$ cat config.mk
export PLATFORM = sky130hd
export DESIGN_NAME = rx_frame_unpacker
export DESIGN_NICKNAME = d
export VERILOG_FILES = /design/src/rtl/rxfu_pkg.sv /design/src/rtl/rxfu_flag_check.sv /design/src/rtl/rxfu_addr_sel.sv /design/src/rtl/rxfu_byte_lane.sv /design/src/rtl/rx_frame_unpacker.sv
export SDC_FILE = /design/constraint.sdc
export NUM_CORES = 1
export LEC_CHECK = 0
export ABC_AREA = 1
export BUFFER_PORTS_ARGS = -buffer_cell sky130_fd_sc_hd__buf_2
export CAP_MARGIN = 10
export CORE_MARGIN = 1
export CORE_UTILIZATION = 55
export CTS_CLUSTER_SIZE = 24
export DETAILED_ROUTE_END_ITERATION = 10
export HOLD_SLACK_MARGIN = 0.1
export PLACE_DENSITY = 0.79
export SETUP_SLACK_MARGIN = 0.2
export SLEW_MARGIN = 20
export SYNTH_ARGS = -nofsm -noshare
export SYNTH_HDL_FRONTEND = slang
export SYNTH_HIERARCHICAL = 1
export SYNTH_SLANG_ARGS = --single-unit
$ cat constraint.sdc
create_clock -name clk -period 4.6 [get_ports clk]
set_input_delay 0.92 -clock clk [delete_from_list [all_inputs] [get_ports clk]]
set_output_delay 0.92 -clock clk [all_outputs]
set_load 0.01 [all_outputs]
$ cat src/rtl/rxfu_pkg.sv
package rxfu_pkg;

   typedef enum logic [3:0] {
      ST_IDLE,
      ST_STAT_RD,
      ST_STAT_CHK,
      ST_CNT_RD,
      ST_CNT_CHK,
      ST_CTRL_RD,
      ST_CTRL_CHK,
      ST_WORD_RD,
      ST_WORD_LD,
      ST_DRAIN,
      ST_REL,
      ST_REL_WAIT,
      ST_DONE
   } unpack_state_e;

   typedef enum logic [1:0] {
      SEL_STAT,
      SEL_CNT,
      SEL_CTRL,
      SEL_WORD
   } addr_sel_e;

endpackage

$ cat src/rtl/rxfu_flag_check.sv
module rxfu_flag_check #(
   parameter int WORD_W    = 16,
   parameter int ALN_BIT   = 15,
   parameter int CRC_BIT   = 13,
   parameter int LONG_BIT  = 11,
   parameter int SHORT_BIT = 10
) (
   input  logic [WORD_W-1:0] stat_word,
   output logic              bad_frame
);

   logic [WORD_W-1:0] err_mask;

   // one mask bit per status position, set when it matches any error flag
   for (genvar b = 0; b < WORD_W; b++) begin : g_mask
      assign err_mask[b] = (b == ALN_BIT) || (b == CRC_BIT) ||
                           (b == LONG_BIT) || (b == SHORT_BIT);
   end

   assign bad_frame = |(stat_word & err_mask);

endmodule

$ cat src/rtl/rxfu_addr_sel.sv
module rxfu_addr_sel
   import rxfu_pkg::*;
#(
   parameter int AW    = 12,
   parameter int CNT_W = 11
) (
   input  logic [AW-1:0]    base,
   input  addr_sel_e        sel,
   input  logic [CNT_W-1:0] word_total,
   input  logic [CNT_W-1:0] word_idx,
   output logic [AW-1:0]    addr
);

   localparam logic [AW-1:0] HDR_WORDS = AW'(2);

   logic [AW-1:0] offset;

   always_comb begin
      unique case (sel)
         SEL_STAT: offset = '0;
         SEL_CNT:  offset = AW'(1);
         SEL_CTRL: offset = HDR_WORDS + AW'(word_total);
         default:  offset = HDR_WORDS + AW'(word_idx);
      endcase
   end

   assign addr = base + offset;

endmodule

$ cat src/rtl/rxfu_byte_lane.sv
module rxfu_byte_lane #(
   parameter int WORD_W = 16,
   parameter int BYTE_W = 8,
   localparam int LANES = WORD_W / BYTE_W,
   localparam int LW    = $clog2(LANES + 1)
) (
   input  logic              clk,
   input  logic              rst_n,
   input  logic              load,
   input  logic [WORD_W-1:0] load_word,
   input  logic [LW-1:0]     load_cnt,
   input  logic              load_last,
   input  logic              out_ready,
   output logic              out_valid,
   output logic [BYTE_W-1:0] out_data,
   output logic              out_last
);

   logic [WORD_W-1:0] word_q;
   logic [LW-1:0]     idx_q;
   logic [LW-1:0]     cnt_q;
   logic              last_q;
   logic              busy_q;
   logic              at_final;

   assign at_final  = (idx_q == LW'(cnt_q - 1'b1));
   assign out_valid = busy_q;
   assign out_data  = BYTE_W'(word_q >> (idx_q * BYTE_W));
   assign out_last  = busy_q & last_q & at_final;

   always_ff @(posedge clk or negedge rst_n) begin
      if (!rst_n) begin
         word_q <= '0;
         idx_q  <= '0;
         cnt_q  <= '0;
         last_q <= 1'b0;
         busy_q <= 1'b0;
      end else if (load) begin
         word_q <= load_word;
         idx_q  <= '0;
         cnt_q  <= load_cnt;
         last_q <= load_last;
         busy_q <= 1'b1;
      end else if (busy_q && out_ready) begin
         if (at_final) busy_q <= 1'b0;
         else          idx_q  <= idx_q + 1'b1;
      end
   end

endmodule

$ cat src/rtl/rx_frame_unpacker.sv
module rx_frame_unpacker
   import rxfu_pkg::*;
#(
   parameter int AW        = 12,
   parameter int WORD_W    = 16,
   parameter int BYTE_W    = 8,
   parameter int CNT_W     = 11,
   parameter int OVERHEAD  = 6,
   parameter int ALN_BIT   = 15,
   parameter int CRC_BIT   = 13,
   parameter int LONG_BIT  = 11,
   parameter int SHORT_BIT = 10,
   parameter int ODD_BIT   = 13
) (
   input  logic              clk,
   input  logic              rst_n,
   input  logic              start,
   input  logic              frame_pending,
   input  logic [AW-1:0]     frame_base,
   output logic              mem_rd_en,
   output logic [AW-1:0]     mem_rd_addr,
   input  logic [WORD_W-1:0] mem_rd_data,
   output logic              rel_req,
   input  logic              rel_busy,
   output logic              out_valid,
   input  logic              out_ready,
   output logic [BYTE_W-1:0] out_data,
   output logic              out_last,
   output logic              done,
   output logic [CNT_W-1:0]  done_len
);

   localparam int LANES = WORD_W / BYTE_W;
   localparam int LW    = $clog2(LANES + 1);
   localparam logic [CNT_W-1:0] OVH = CNT_W'(OVERHEAD);

   if (WORD_W % BYTE_W != 0 || LANES < 2) begin : g_bad_width
      $error("WORD_W must hold a whole number of bytes, at least two");
   end
   if (CNT_W > WORD_W) begin : g_bad_cnt
      $error("CNT_W must fit in a memory word");
   end
   if (ALN_BIT >= WORD_W || CRC_BIT >= WORD_W || LONG_BIT >= WORD_W ||
       SHORT_BIT >= WORD_W || ODD_BIT >= WORD_W) begin : g_bad_flag
      $error("flag bit positions must lie inside the memory word");
   end

   unpack_state_e     state_q;
   logic [AW-1:0]     base_q;
   logic [CNT_W-1:0]  len_q;
   logic [CNT_W-1:0]  words_left_q;
   logic [CNT_W-1:0]  word_idx_q;
   logic              tail_pend_q;
   logic [BYTE_W-1:0] tail_byte_q;

   logic              bad_frame;
   logic [CNT_W-1:0]  cnt_field;
   logic [CNT_W-1:0]  pay_len;
   addr_sel_e         sel;
   logic              lane_load;
   logic [WORD_W-1:0] lane_word;
   logic [LW-1:0]     lane_cnt;
   logic              lane_last;
   logic              lane_busy;
   logic              drain_idle;

   rxfu_flag_check #(
      .WORD_W   (WORD_W),
      .ALN_BIT  (ALN_BIT),
      .CRC_BIT  (CRC_BIT),
      .LONG_BIT (LONG_BIT),
      .SHORT_BIT(SHORT_BIT)
   ) u_flags (
      .stat_word(mem_rd_data),
      .bad_frame(bad_frame)
   );

   rxfu_addr_sel #(
      .AW   (AW),
      .CNT_W(CNT_W)
   ) u_addr (
      .base      (base_q),
      .sel       (sel),
      .word_total(words_left_q),
      .word_idx  (word_idx_q),
      .addr      (mem_rd_addr)
   );

   rxfu_byte_lane #(
      .WORD_W(WORD_W),
      .BYTE_W(BYTE_W)
   ) u_lane (
      .clk      (clk),
      .rst_n    (rst_n),
      .load     (lane_load),
      .load_word(lane_word),
      .load_cnt (lane_cnt),
      .load_last(lane_last),
      .out_ready(out_ready),
      .out_valid(lane_busy),
      .out_data (out_data),
      .out_last (out_last)
   );

   assign out_valid = lane_busy;

   // byte count field and overhead removal with a floor at zero
   assign cnt_field = mem_rd_data[CNT_W-1:0];
   assign pay_len   = (cnt_field >= OVH) ? (cnt_field - OVH) : '0;

   always_comb begin
      unique case (state_q)
         ST_STAT_RD: sel = SEL_STAT;
         ST_CNT_RD:  sel = SEL_CNT;
         ST_CTRL_RD: sel = SEL_CTRL;
         default:    sel = SEL_WORD;
      endcase
   end

   assign mem_rd_en = (state_q == ST_STAT_RD) || (state_q == ST_CNT_RD) ||
                      (state_q == ST_CTRL_RD) || (state_q == ST_WORD_RD);
   assign rel_req   = (state_q == ST_REL);
   assign done      = (state_q == ST_DONE);
   assign done_len  = len_q;

   assign drain_idle = (state_q == ST_DRAIN) && !lane_busy;

   // lane is loaded with a fresh payload word or with the trailing odd byte
   always_comb begin
      if (state_q == ST_WORD_LD) begin
         lane_load = 1'b1;
         lane_word = mem_rd_data;
         lane_cnt  = LW'(LANES);
         lane_last = (words_left_q == CNT_W'(1)) && !tail_pend_q;
      end else begin
         lane_load = drain_idle && (words_left_q == '0) && tail_pend_q;
         lane_word = WORD_W'(tail_byte_q);
         lane_cnt  = LW'(1);
         lane_last = 1'b1;
      end
   end

   always_ff @(posedge clk or negedge rst_n) begin
      if (!rst_n) begin
         state_q      <= ST_IDLE;
         base_q       <= '0;
         len_q        <= '0;
         words_left_q <= '0;
         word_idx_q   <= '0;
         tail_pend_q  <= 1'b0;
         tail_byte_q  <= '0;
      end else begin
         unique case (state_q)
            ST_IDLE: begin
               if (start) begin
                  len_q <= '0;
                  if (frame_pending) begin
                     base_q  <= frame_base;
                     state_q <= ST_STAT_RD;
                  end else begin
                     state_q <= ST_DONE;
                  end
               end
            end
            ST_STAT_RD: state_q <= ST_STAT_CHK;
            ST_STAT_CHK: begin
               if (bad_frame) begin
                  len_q        <= '0;
                  words_left_q <= '0;
                  tail_pend_q  <= 1'b0;
                  state_q      <= ST_REL;
               end else begin
                  state_q <= ST_CNT_RD;
               end
            end
            ST_CNT_RD: state_q <= ST_CNT_CHK;
            ST_CNT_CHK: begin
               len_q        <= pay_len;
               words_left_q <= pay_len >> 1;
               state_q      <= ST_CTRL_RD;
            end
            ST_CTRL_RD: state_q <= ST_CTRL_CHK;
            ST_CTRL_CHK: begin
               tail_pend_q <= mem_rd_data[ODD_BIT];
               tail_byte_q <= mem_rd_data[BYTE_W-1:0];
               if (mem_rd_data[ODD_BIT]) len_q <= len_q + 1'b1;
               word_idx_q  <= '0;
               state_q     <= (words_left_q != '0) ? ST_WORD_RD : ST_DRAIN;
            end
            ST_WORD_RD: state_q <= ST_WORD_LD;
            ST_WORD_LD: begin
               words_left_q <= words_left_q - 1'b1;
               word_idx_q   <= word_idx_q + 1'b1;
               state_q      <= ST_DRAIN;
            end
            ST_DRAIN: begin
               if (!lane_busy) begin
                  if (words_left_q != '0) state_q     <= ST_WORD_RD;
                  else if (tail_pend_q)   tail_pend_q <= 1'b0;
                  else                    state_q     <= ST_REL;
               end
            end
            ST_REL: state_q <= ST_REL_WAIT;
            ST_REL_WAIT: begin
               if (!rel_busy) begin
                  if ((len_q == '0) && frame_pending) begin
                     base_q  <= frame_base;
                     state_q <= ST_STAT_RD;
                  end else begin
                     state_q <= ST_DONE;
                  end
               end
            end
            ST_DONE: state_q <= ST_IDLE;
            default: state_q <= ST_IDLE;
         endcase
      end
   end

endmodule

==> results of run 1 <==
## power by group
part | total (mW) | switching [mW] | internal, mW
Clock | 0.476 | 0.255 | 0.221
Combinational | 2.44 | 1.56 | 0.877
Sequential | 1.28 | 0.282 | 1.00
## flip-flops by register name, summed over array words and instances, names as in the netlist, 2 cells and up
signal         count
word_idx_q        11
u_lane/idx_q       2
base_q            12
state_q            4
u_lane/word_q     16
words_left_q      11
tail_byte_q        8
done_len          11
u_lane/cnt_q       2
## kinds of logic (layout without fill, tap and decap cells)
logic type / after synthesis / count (layout) / share of synthesized area (%)
adders and majority gates: 21 / 21 / 4.730
and+or+nand+nor: 476 / 476 / 35.80
AOI/OAI and AO/OA: 125 / 125 / 12.52
buffers and inverters: 120 / 186 / 8.999
DFF: 80 / 80 / 35.03
xor gates and xnor gates: 19 / 19 / 2.912
## critical path: cells and delay by family (launching register included)
family / cells / cell delay (ns)
simple gates: 7 / 0.74
fa+ha+maj: 1 / 0.30
buf+inv: 4 / 0.43
xor+xnor: 1 / 0.15
flops: 1 / 0.44
compound gates: 5 / 0.86
## cell type report
class / count / area, µm²
Clock inverter: 3 / 17.52
Tap cell: 133 / 166.4
Multi-Input combinational cell: 641 / 3306
Inverter: 96 / 365.4
Timing Repair Buffer: 75 / 400.4
Clock buffer: 12 / 155.1
Fill cell: 910 / 3493
Sequential cell: 80 / 2006
## metrics by stage
| stage | area, µm² | setup slack [ns] |
|---|---|---|
| after floorplan | 5714 | 0.8037 |
| after global placement | 6093 | 0.4852 |
| after detailed placement | 6093 | 0.4569 |
| after CTS | 6277 | 0.2020 |
| after global routing | 6416 | 0.1105 |
| final | 6416 | 0.3861 |
## worst max-delay path by stage
stage,depth (start not counted),slack (ns),to,from
2_1_floorplan,19,0.80,mem_rd_addr[10],state_q[3]
3_3_place_gp,17,0.49,mem_rd_addr[8],state_q[3]
3_5_place_dp,17,0.46,mem_rd_addr[8],state_q[3]
4_1_cts,21,0.20,mem_rd_addr[10],state_q[0]
5_1_grt,20,0.11,mem_rd_addr[10],state_q[0]
6_report,18,0.39,mem_rd_addr[5],state_q[0]
## cells in the mapped netlist (all sizes together), types with 2 or more instances
master | instances | area share (%)
nand2 | 276 | 19
nor2 | 111 | 8.3
inv | 96 | 6.3
dfrtp | 80 | 35
nand3 | 65 | 5.9
o21ai | 63 | 5.9
a21oi | 36 | 3.2
ha | 20 | 4.4
buf | 19 | 2.4
nand4 | 13 | 1.4
xor2 | 12 | 1.8
o211ai | 8 | 1.1
a31oi | 7 | 0.77
xnor2 | 7 | 1.1
clkbuf | 5 | 0.33
nor3 | 5 | 0.44
a21o | 2 | 0.26
a22oi | 2 | 0.26
nand3b | 2 | 0.26
or2 | 2 | 0.22
## repair_timing
action,in CTS,in global routing
pin swaps,0,10
gates resized for setup,5,32
hold buffers,0,0
setup endpoints to repair,6,8
buffers inserted,0,4
## per-layer routing
layer	up-vias	wire length (µm)	GRT usage, %
li1	2829	-	-
met1	2614	6697	37.94
met2	156	6496	43.00
met3	20	822	6.391
met4	0	230	7.449
met5	-	0	0
==> run metrics, run 1 <==
Post-Route Setup TNS 0 ns; CTS sink cnt 80; min-delay worst type flop to flop; vias in the first global route 5116; most frequent cells in the layout nand2_1 (254), nor2_1 (95), inv_1 (85); R2R setup slack 2.05 ns; DRC 0; startpoint types flop; Post-synth ARST share 100.0%; Syn Nets 896; 1st-pass router iterations 6; Post-synth top flop dfrtp_1; Synth Register Bits 80; antenna violation net count after detailed routing 0; hold_sp u_lane/word_q[0]; Worst Hold End u_lane/word_q[0]; Yosys warning count 6; largest net degree at the start of global routing roughly 80; root buf cell clkbuf_8; RSZ-0062 raised after global routing true; Initial Util 57.66%; Critical Path, Cell by Cell inv_4 -> nor2_2 -> nand2_2 -> inv_4 -> nand2_8 -> nand2_1 -> nand2_1 -> inv_1 -> nand2_1 -> nor2_4 -> o21ai_0 -> a21oi_1 -> ha_1 -> a21oi_1 -> o21ai_0 -> a21oi_1 -> xnor2_1 -> buf_2; wire per inst 13.70 µm; number of enable flip-flop cells after synthesis 0; commonest non-fill, non-tap cell in the layout nand2_1; Finish-stage setup viols 0; Worst Tran Pin Value 0.9063 ns; first-pass GRT wire length roughly 24000 µm; final net count 958; Die W between 100 and 150 µm; I/O Buffers between 60 and 70; Req. time, crit path 3.68 ns; overall die height 103.9 µm; H-tree levels 3; Worst VDD drop 0.0003253 V; WHS 0.4669 ns; Crit path arrival time around 3.3 ns; Max Fclk 237.3 MHz; Layout area overhead 12.28%; CP Class flop to output port; core area a little under 10000 µm²; # IOs 70; Worst Setup End Kind output port; clock slew at reported path FFs 0.07 ns; Total GRT Usage 27.38%; Hold Vio Cnt, Final 0; part of the cycle the worst path needs 91.61%; Final Power 4.197 mW; Slew HR 39.36%; Worst-Skew Late Latency 0.37 ns; Finished Core Util 64.75%; sequential element share of the synthesized area 35.03%; initial antenna violation count 0; DRT iter0 DRCs between 300 and 400; Rows 36; DP HPWL 10460 µm; Final Max Slew Viols 0; max cap viols 0; Clock Skew 0.007332 ns; pwr dens 654.1 nW/µm²; Worst R2R End u_lane/idx_q[0]; cts bufs inserted 9; share of post-route cells with drive strength above 1 between 15 and 20%; Mapped Cells ~840; antenna cell count 0; hold-critical path depth 2; CTS tree built; total gr overflow 0; DIE AREA 10800 µm²; Avg Inst Size Synth 6.795 µm²; vias 5619; Cell variety after synth between 40 and 50; vias per inst 5.403; synthesized area about 5700 µm²; Placed Instances just over 1000; FF-to-FF path depth 11; status complete, no violations; Final Non-Filler Cells 1040; leakage around 3.3 nW; drt total wl about 14000 µm; worst r2r src state_q[2]; critical path peak fanout 13; GPL Wtd Cong 0.8930; critical-path cell with the highest stage delay dfrtp_2; Final min period 4.214 ns; largest stage delay on the critical path ~0.44 ns; Longest Clk Path Bufs 2
Note: power is estimated with default switching activity, not from simulation.
==> inputs of run 2 (changes only) <==
==> constraint.sdc (replaced) <==
create_clock -name clk -period 5.4 [get_ports clk]
set_input_delay 1.08 -clock clk [delete_from_list [all_inputs] [get_ports clk]]
set_output_delay 1.08 -clock clk [all_outputs]
set_load 0.01 [all_outputs]
==> run metrics, run 2 (same netlist as run 1, synthesis figures left out) <==
GPL Wtd Cong roughly 0.92; RSZ-0062 raised after global routing false; CP Class flop to output port; CTS resizes 0; Max Fclk roughly 210 MHz; min-delay worst type flop to flop; Total GRT Usage 26.83%; CTS tree built; R2R setup slack 2.57 ns; leakage 3.326 nW; Die W ~100 µm; hold_sp u_lane/word_q[0]; Rows 36; Req. time, crit path around 4.3 ns; critical-path cell with the highest stage delay dfrtp_1; Worst-Skew Late Latency 0.37 ns; DRC 0; wire per inst 13.54 µm; H-tree levels 3; total gr overflow 0; Buf/Inv on CP 2; I/O Buffers 69; largest stage delay on the critical path 0.48 ns; Area after DPL 6086 µm²; clock slew at reported path FFs 0.08 ns; Longest Clk Path Bufs 2; DP HPWL just over 10000 µm; largest net degree at the start of global routing 59; Critical Path, Cell by Cell nor2_2 -> nand2_4 -> nand2_4 -> nand2_1 -> nand2_1 -> ha_1 -> inv_1 -> nor2_1 -> nand2_1 -> nand2_1 -> a21oi_1 -> ha_1 -> a21oi_1 -> a21boi_0 -> o21ai_0 -> xor2_1 -> buf_2; Crit path max-delay family simple AND/OR/NAND/NOR gates; Post-Route Setup TNS 0 ns; hold_buf cts 0; Worst Tran Pin Value 1.045 ns; post-route cell area 6347 µm²; Largest regs u_lane/word_q x16, base_q x12; worst r2r src state_q[2]; Worst R2R End u_lane/idx_q[0]; CTS sink cnt 80; Place WS 0.8352 ns; Finish-stage setup viols 0; Placed Instances 1020; WHS 0.4786 ns; Layout area overhead 11.08%; Hold Vio Cnt, Final 0; Reg with most FFs u_lane/word_q; 1st-pass router iterations 5; Clock Skew 0.009056 ns; Worst Setup End Kind output port; status complete, no violations; share of post-route cells with drive strength above 1 14.95%; Worst VDD drop 0.0003001 V; cts bufs inserted 9; antenna violation net count after detailed routing 0; part of the cycle the worst path needs 87.16%; Final Power 3.630 mW; drt total wl about 14000 µm; cell mode on critical path nand2_1; final net count 953; Initial Util 57.66%; vias between 5000 and 6000; Final Non-Filler Cells 1036; core area 9910 µm²; max reg flops 16; Final min period ~4.7 ns; Final Worst Setup Slack 0.6932 ns; critical path peak fanout 14; pwr dens 571.9 nW/µm²; Setup Buffers After CTS 0; most frequent cells in the layout nand2_1 (259), nor2_1 (100), inv_1 (85); root buf cell clkbuf_8; antenna cell count 0; Worst Hold End u_lane/word_q[0]; startpoint types flop; Final Max Slew Viols 0; Slew HR 30.34%; Finished Core Util 64.05%; hold-critical path depth 2; FF-to-FF path depth 10; max cap viols 0; commonest non-fill, non-tap cell in the layout nand2_1; vias in the first global route 4925; DRT iter0 DRCs 411; vias per inst 5.338; DIE AREA between 10000 and 15000 µm²; # IOs 70; overall die height 103.9 µm; Crit path arrival time approximately 3.6 ns; first-pass GRT wire length 23350 µm; initial antenna violation count 0
==> run 2: worst max path at each step <==
stage / from / end / cells past startpoint
2_1_floorplan: state_q[3] / mem_rd_addr[10] / 19
3_3_place_gp: state_q[3] / mem_rd_addr[8] / 17
3_5_place_dp: state_q[3] / mem_rd_addr[8] / 17
4_1_cts: state_q[3] / mem_rd_addr[8] / 17
5_1_grt: state_q[0] / mem_rd_addr[10] / 19
6_report: state_q[3] / mem_rd_addr[8] / 17
==> run 2: area by class of cell <==
class / count / area, µm²
Fill cell: 925 / 3562
Multi-Input combinational cell: 641 / 3217
Sequential cell: 80 / 2003
Inverter: 96 / 360.3
Timing Repair Buffer: 70 / 355.3
Tap cell: 133 / 166.4
Clock buffer: 11 / 141.4
Clock inverter: 5 / 103.9
==> run 2: worst reg2reg max path, cell delays in order, from the launching register on <==
cell	delay [ns]
dfrtp_1	0.42
inv_1	0.15
nand2_2	0.13
nor2_4	0.40
inv_2	0.40
o21ai_2	0.53
inv_2	0.34
nand2_1	0.18
nand2_2	0.07
nand2_1	0.05
nand2_1	0.05
==> run 2: where the power goes <==
group | internal [mW] | leakage (nW) | switching, mW | total (mW)
clock network | 0.320 | 0.124 | 0.229 | 0.549
registers | 0.850 | 1.03 | 0.240 | 1.09
logic | 0.702 | 2.17 | 1.29 | 1.99
==> run 2: routing by layer <==
layer	vias up	track usage, %	share of wire [%]
met2	163	41.76	44
met4	0	7.245	1.1
li1	2801	-	-
met1	2553	38.47	49
met3	13	4.825	6.1
met5	-	0	0
